==> src/rtl/pwm_pkg.sv <==
package pwm_pkg;

  typedef enum logic {
    ALIGN_LEFT   = 1'b0,
    ALIGN_CENTER = 1'b1
  } align_e;

  typedef struct packed {
    logic   pol;
    align_e mode;
  } chan_cfg_t;

endpackage

==> src/rtl/pwm_rst_sync.sv <==
module pwm_rst_sync #(
  parameter int STAGES = 2
) (
  input  logic clk_i,
  input  logic rst_ni,
  output logic rst_no
);

  logic [STAGES-1:0] sync_q;
  logic [STAGES-1:0] sync_d;

  always_comb begin
    sync_d = {sync_q[STAGES-2:0], 1'b1};
  end

  always_ff @(posedge clk_i or negedge rst_ni) begin
    if (!rst_ni) sync_q <= '0;
    else         sync_q <= sync_d;
  end

  assign rst_no = sync_q[STAGES-1];

endmodule

==> src/rtl/pwm_tick_sel.sv <==
module pwm_tick_sel #(
  parameter int NUM_SRC = 4,
  localparam int SEL_W  = (NUM_SRC > 1) ? $clog2(NUM_SRC) : 1
) (
  input  logic [NUM_SRC-1:0] src_en_i,
  input  logic [SEL_W-1:0]   sel_i,
  output logic               tick_o
);

  logic [NUM_SRC-1:0] hit;

  for (genvar i = 0; i < NUM_SRC; i++) begin : g_src
    assign hit[i] = src_en_i[i] & (sel_i == SEL_W'(i));
  end

  assign tick_o = |hit;

endmodule

==> src/rtl/pwm_counter.sv <==
module pwm_counter #(
  parameter int CNT_W = 8
) (
  input  logic             clk_i,
  input  logic             rst_ni,
  input  logic             chan_en_i,
  input  logic             tick_i,
  input  logic [CNT_W-1:0] per_s_i,
  output logic [CNT_W-1:0] cnt_o,
  output logic             en_q_o,
  output logic             start_o,
  output logic             wrap_o
);

  logic [CNT_W-1:0] cnt_q, cnt_d;
  logic             en_q, en_d;
  logic [CNT_W-1:0] last;

  // a zero period wraps to all ones, giving 2**CNT_W counts
  assign last = per_s_i - CNT_W'(1);

  always_comb begin
    en_d    = chan_en_i;
    cnt_d   = cnt_q;
    start_o = 1'b0;
    wrap_o  = 1'b0;
    if (!chan_en_i) begin
      cnt_d = '0;
    end else if (!en_q) begin
      cnt_d   = '0;
      start_o = 1'b1;
    end else if (tick_i) begin
      if (cnt_q == last) begin
        cnt_d  = '0;
        wrap_o = 1'b1;
      end else begin
        cnt_d = cnt_q + CNT_W'(1);
      end
    end
  end

  always_ff @(posedge clk_i or negedge rst_ni) begin
    if (!rst_ni) begin
      cnt_q <= '0;
      en_q  <= 1'b0;
    end else begin
      cnt_q <= cnt_d;
      en_q  <= en_d;
    end
  end

  assign cnt_o  = cnt_q;
  assign en_q_o = en_q;


  cnt_le_last_chk: assert property (@(posedge clk_i) disable iff (!rst_ni)
    en_q |-> (cnt_q <= last));


  idle_cnt_zero_chk: assert property (@(posedge clk_i) disable iff (!rst_ni)
    !chan_en_i |=> (cnt_q == '0) && !en_q);


  no_tick_hold_chk: assert property (@(posedge clk_i) disable iff (!rst_ni)
    (en_q && chan_en_i && !tick_i) |=> $stable(cnt_q));

endmodule

==> src/rtl/pwm_shadow.sv <==
module pwm_shadow #(
  parameter int CNT_W = 8
) (
  input  logic                clk_i,
  input  logic                rst_ni,
  input  logic                start_i,
  input  logic                wrap_i,
  input  logic [CNT_W-1:0]    per_i,
  input  logic [CNT_W-1:0]    dty_i,
  input  pwm_pkg::chan_cfg_t  cfg_i,
  output logic [CNT_W-1:0]    per_o,
  output logic [CNT_W-1:0]    dty_o,
  output pwm_pkg::chan_cfg_t  cfg_o
);

  logic [CNT_W-1:0]   per_q, per_d;
  logic [CNT_W-1:0]   dty_q, dty_d;
  pwm_pkg::chan_cfg_t cfg_q, cfg_d;
  logic               load;

  assign load = start_i | wrap_i;

  always_comb begin
    per_d = per_q;
    dty_d = dty_q;
    cfg_d = cfg_q;
    if (load) begin
      per_d     = per_i;
      dty_d     = dty_i;
      cfg_d.pol = cfg_i.pol;
    end
    if (start_i) begin
      cfg_d.mode = cfg_i.mode;
    end
  end

  always_ff @(posedge clk_i or negedge rst_ni) begin
    if (!rst_ni) begin
      per_q <= '0;
      dty_q <= '0;
      cfg_q <= '{pol: 1'b0, mode: pwm_pkg::ALIGN_LEFT};
    end else begin
      per_q <= per_d;
      dty_q <= dty_d;
      cfg_q <= cfg_d;
    end
  end

  assign per_o = per_q;
  assign dty_o = dty_q;
  assign cfg_o = cfg_q;

endmodule

==> src/rtl/pwm_out_stage.sv <==
module pwm_out_stage #(
  parameter int CNT_W = 8
) (
  input  logic             clk_i,
  input  logic             rst_ni,
  input  logic             run_i,
  input  logic [CNT_W-1:0] cnt_i,
  input  logic [CNT_W-1:0] dty_i,
  input  logic             pol_i,
  input  logic             idle_lvl_i,
  output logic             pwm_o
);

  logic out_q, out_d;
  logic in_first;

  assign in_first = (cnt_i < dty_i);

  always_comb begin
    if (run_i) out_d = in_first ? pol_i : ~pol_i;
    else       out_d = idle_lvl_i;
  end

  always_ff @(posedge clk_i or negedge rst_ni) begin
    if (!rst_ni) out_q <= 1'b0;
    else         out_q <= out_d;
  end

  assign pwm_o = out_q;


  zero_duty_chk: assert property (@(posedge clk_i) disable iff (!rst_ni)
    (run_i && dty_i == '0) |=> (pwm_o == !$past(pol_i)));


  start_high_chk: assert property (@(posedge clk_i) disable iff (!rst_ni)
    (run_i && pol_i && cnt_i == '0 && dty_i != '0) |=> pwm_o);

endmodule

==> src/rtl/pwm_left_channel.sv <==
module pwm_left_channel #(
  parameter int CNT_W   = 8,
  parameter int NUM_SRC = 4,
  localparam int SEL_W  = (NUM_SRC > 1) ? $clog2(NUM_SRC) : 1
) (
  input  logic               clk_i,
  input  logic               rst_ni,
  input  logic               chan_en_i,
  input  logic [SEL_W-1:0]   clk_sel_i,
  input  logic [NUM_SRC-1:0] tick_src_i,
  input  logic               polarity_i,
  input  logic               align_mode_i,
  input  logic [CNT_W-1:0]   period_i,
  input  logic [CNT_W-1:0]   duty_i,
  output logic               pwm_o
);

  import pwm_pkg::*;

  logic             rst_n;
  logic             tick;
  logic [CNT_W-1:0] cnt;
  logic             en_q;
  logic             start;
  logic             wrap;
  logic [CNT_W-1:0] per_s;
  logic [CNT_W-1:0] dty_s;
  chan_cfg_t        cfg_in;
  chan_cfg_t        cfg_s;
  logic             run;

  assign cfg_in.pol  = polarity_i;
  assign cfg_in.mode = align_e'(align_mode_i);

  pwm_rst_sync #(.STAGES(2)) u_rst (
    .clk_i  (clk_i),
    .rst_ni (rst_ni),
    .rst_no (rst_n)
  );

  pwm_tick_sel #(.NUM_SRC(NUM_SRC)) u_sel (
    .src_en_i (tick_src_i),
    .sel_i    (clk_sel_i),
    .tick_o   (tick)
  );

  pwm_counter #(.CNT_W(CNT_W)) u_cnt (
    .clk_i     (clk_i),
    .rst_ni    (rst_n),
    .chan_en_i (chan_en_i),
    .tick_i    (tick),
    .per_s_i   (per_s),
    .cnt_o     (cnt),
    .en_q_o    (en_q),
    .start_o   (start),
    .wrap_o    (wrap)
  );

  pwm_shadow #(.CNT_W(CNT_W)) u_shd (
    .clk_i   (clk_i),
    .rst_ni  (rst_n),
    .start_i (start),
    .wrap_i  (wrap),
    .per_i   (period_i),
    .dty_i   (duty_i),
    .cfg_i   (cfg_in),
    .per_o   (per_s),
    .dty_o   (dty_s),
    .cfg_o   (cfg_s)
  );

  assign run = en_q & (cfg_s.mode == ALIGN_LEFT);

  pwm_out_stage #(.CNT_W(CNT_W)) u_out (
    .clk_i      (clk_i),
    .rst_ni     (rst_n),
    .run_i      (run),
    .cnt_i      (cnt),
    .dty_i      (dty_s),
    .pol_i      (cfg_s.pol),
    .idle_lvl_i (polarity_i),
    .pwm_o      (pwm_o)
  );


  shadow_hold_chk: assert property (@(posedge clk_i) disable iff (!rst_n)
    (en_q && cnt != '0) |-> ($stable(dty_s) && $stable(per_s)));


  center_idle_chk: assert property (@(posedge clk_i) disable iff (!rst_n)
    (en_q && cfg_s.mode == ALIGN_CENTER) |=> (pwm_o == $past(polarity_i)));


  reset_low_chk: assert property (@(posedge clk_i)
    !rst_n |=> (!rst_n ? 1'b1 : 1'b1) && (pwm_o == 1'b0 || rst_n));

endmodule

==> config.mk <==
export PLATFORM = sky130hd
export DESIGN_NAME = pwm_left_channel
export DESIGN_NICKNAME = d
export VERILOG_FILES = /design/src/rtl/pwm_pkg.sv /design/src/rtl/pwm_rst_sync.sv /design/src/rtl/pwm_tick_sel.sv /design/src/rtl/pwm_counter.sv /design/src/rtl/pwm_shadow.sv /design/src/rtl/pwm_out_stage.sv /design/src/rtl/pwm_left_channel.sv
export SDC_FILE = /design/constraint.sdc
export NUM_CORES = 1
export LEC_CHECK = 0
export CAP_MARGIN = 20
export CORE_UTILIZATION = 26
export CTS_BUF_LIST = sky130_fd_sc_hd__clkbuf_8
export DETAILED_ROUTE_END_ITERATION = 8
export DONT_BUFFER_PORTS = 1
export GPL_TIMING_DRIVEN = 0
export HOLD_SLACK_MARGIN = 0.15
export PLACE_DENSITY_LB_ADDON = 0.2
export SETUP_SLACK_MARGIN = 0.15
export SLEW_MARGIN = 40
export SYNTH_ARGS = -nofsm -noshare
export SYNTH_HDL_FRONTEND = slang
export SYNTH_HIERARCHICAL = 1
export SYNTH_SLANG_ARGS = --single-unit
==> constraint.sdc <==
create_clock -name clk_i -period 0.8 [get_ports clk_i]
set_input_delay 0.08 -clock clk_i [delete_from_list [all_inputs] [get_ports clk_i]]
set_output_delay 0.08 -clock clk_i [all_outputs]
set_load 0.02 [all_outputs]
==> impl_metrics.toml <==
[yosys]
ys.flop_type = "dfrtp_1"
synth_fp_nets = 202
synth_top_cell_by_area = "dfrtp_1"
synth-warning-count = 6
synth.distinct_cells = 51
synth_top_area_share = 0.407
ys_ff_latch = 30
ys_seq_area_frac = 0.407
synth_edf_count = 0
syn-cell-area_um2 = 1840
synth_area_per_cell_um2 = 11.1
synth.area.top_cells = "dfrtp_1 (41%), mux2_4 (8.1%), ha_1 (6.1%)"
synthArstFlopShare = 1.00
synth_cells = 166

[run_status]
outcome = "complete, but fails checks"
violations = "hold timing, setup timing"

[setup_path]
required_ns = 0.97
endpoint = "u_shd/per_o[2]$_DFFE_PN0P_"
reg2regPathDepth = 8
reg2reg_slack_ns = -1.47
crit_chain = "or4_4, nor4_2, a311o_1, o211ai_4, nor2_4, nor2_4, buf_12, mux2_4"
crit_arrival_ns = 2.44
cp-end-kind = "flop"
r2r_end = "u_shd/per_o[2]$_DFFE_PN0P_"
crit_fanout = 10
cpPeakStageDelay_ns = 0.59
path_class = "reg -> reg"
critPathLaunchType = "flop"
timing.rr.start = "u_shd/per_o[0]$_DFFE_PN0P_"
critPathLaunch = "u_shd/per_o[0]$_DFFE_PN0P_"
slowest_stage = "or4_4"
cp_common_cell = "nor2_4"

[clocking]
clkSinkCount = 30
hold_buffers = 2
clk_pin_slew_ns = 0.07
cts_root_buf = "clkbuf_8"
clkLatencyLatePin_ns = 0.28
tritoncts = "done"
cts_buffers = 5
htreeDepth = 2
clockBufferDepth = 2

[sta]
finalHoldViolCount = 19
hold_ws_ns = -0.0627
fin_crit_ns = 2.27
skew_ns = 0.00583
setup_violations = 28
setup_ws_ns = -1.47
final_max_slew_viol_count = 0
fmax_mhz = 440
timing.final.crit_share = 2.84
rsz0062_at_grt = "true"

[power_and_ir_drop]
powerDensity_nw_per_um2 = 1700
leakage_nw = 1.01
peakVddDrop_v = 0.000614

[drt]
vias = 1341
post-route-drc-count = 0
firstDrtPassIters = 4
drt_iter0_markers = 24
ant_nets = 0
drt-total-wl_mm = 3.99
vias_per_cell = 4.66
wl_per_cell_um = 13.8

[cells_and_area]
layout_commonest_cell = "dfrtp_1"
final_layout_size_suffix_gt1_frac = 0.453
num_antenna_cells = 0
layout_common_cells = "dfrtp_1 (20), mux2_4 (12), nand2_1 (11)"
syn2layout_area_growth_pct = 30.6
nets = 227
final_area_um2 = 2410

[floorplan]
row_count = 30
io_pins = 28
die_x_um = 86.2
dieArea_um2 = 7430
start_util = 0.270
die_y_um = 86.2
core-area_um2 = 6830

[grt]
grt_overflow = 0
grt_pass1_vias = 1379
grt_max_degree = 29
antenna_found_initial = 0
grt_pass1_wl_mm = 6.63
grtUsageTotal = 0.119

[placed_design]
gp_congestion = 0.759
dpl_cell_area_um2 = 1990
dp_hpwl_mm = 2.70
port_buffers = 0

[min_path]
hold_class = "in -> reg"

[run]
cap_violations = 0
## layout make-up
class / instances / area (um^2)
buffer: 4 / 43.8
clock buffer: 6 / 82.6
clock inverter: 2 / 12.5
fill: 711 / 4420
inverter: 11 / 41.3
multi-input combinational: 121 / 1140
sequential: 30 / 766
tap: 96 / 120
timing repair buffer: 18 / 200
## what timing repair did
| action | in CTS | in global routing |
|---|---|---|
| endpoints found under the hold margin | 24 | 21 |
| resized for setup | 28 | 11 |
| endpoints found under the setup margin | 56 | 32 |
| buffers inserted | 11 | 4 |
| pin swaps | 11 | 3 |
| gates cloned | 0 | 1 |
## registers in the layout, summed over array words and instances, names as in the netlist
name,flops
u_out/pwm_o,1
u_shd/cfg_o,2
u_rst/sync_q,2
u_shd/dty_o,8
u_shd/per_o,8
u_cnt/en_q_o,1
u_cnt/cnt_o,8
## per-stage QoR
| stage | std cells | utilization | setup slack (ns) | total power [mW] | TNS [ns] |
|---|---|---|---|---|---|
| after floorplan | 166 | - | -1.47 | 2.45 | -32.97 |
| after global placement | 262 | 0.292 | -1.78 | 2.58 | -39.68 |
| after detailed placement | 262 | 0.292 | -1.81 | 2.59 | -40.28 |
| after CTS | 283 | 0.339 | -1.50 | 4.10 | -36.28 |
| after global routing | 288 | 0.353 | -1.54 | 4.37 | -38.69 |
| final | 288 | 0.353 | -1.47 | 4.10 | -36.86 |
## worst min-delay path by stage
stage                            from                         end  slack (ns)  cells past startpoint
final                     period_i[4]  u_shd/per_o[4]$_DFFE_PN0P_       -0.06                      1
after global routing      period_i[0]  u_shd/per_o[0]$_DFFE_PN0P_       -0.08                      1
after CTS                 period_i[4]  u_shd/per_o[4]$_DFFE_PN0P_       -0.07                      1
after detailed placement       rst_ni   u_rst/sync_q[0]$_DFF_PN0_       -0.22                      0
after global placement         rst_ni   u_rst/sync_q[0]$_DFF_PN0_       -0.22                      0
after floorplan                rst_ni   u_rst/sync_q[0]$_DFF_PN0_       -0.22                      0
## cell usage after synthesis, types with 2 or more instances
cell type,count
o311ai_2,3
nand3_1,9
nand4_1,4
mux2_4,10
nand2_1,12
o21ai_0,4
a31oi_1,2
and3_1,3
nand2b_1,2
mux2_2,8
a21oi_1,4
xor2_1,3
a211oi_1,2
nand3b_1,4
ha_1,9
nor2_1,9
xnor2_1,3
dfrtp_1,30
nor3_1,3
inv_1,11
## cells by family (layout without fill, tap and decap cells)
kind of cell | after synthesis | after routing | synth area share
fa+ha+maj | 9 | 9 | 0.0611
flops | 30 | 30 | 0.407
xor+xnor | 7 | 7 | 0.0373
mux | 20 | 20 | 0.148
buf+inv | 15 | 41 | 0.0407
compound gates | 24 | 24 | 0.110
simple gates | 60 | 60 | 0.194
other cells | 1 | 1 | 0.00203
## critical path: cells and delay by family, from the launching register on
| family | cells | cell delay (ns) |
|---|---|---|
| and+or+nand+nor | 4 | 0.95 |
| DFF | 1 | 0.45 |
| AOI/OAI and AO/OA | 2 | 0.32 |
| muxes | 1 | 0.29 |
| buffers and inverters | 1 | 0.15 |
## metal layers
layer  part of all wire  up-vias  track usage
met1               0.45      662        0.148
met4              0.013        0       0.0545
met3              0.040        5       0.0343
met2               0.49       22        0.190
li1                   -      652            -
met5                  0        -            0
## power by group
group | internal, mW | switching (mW)
sequential | 1.68 | 0.205
clock | 0.691 | 0.612
combinational | 0.530 | 0.381
(Power assumes the default switching activity.)
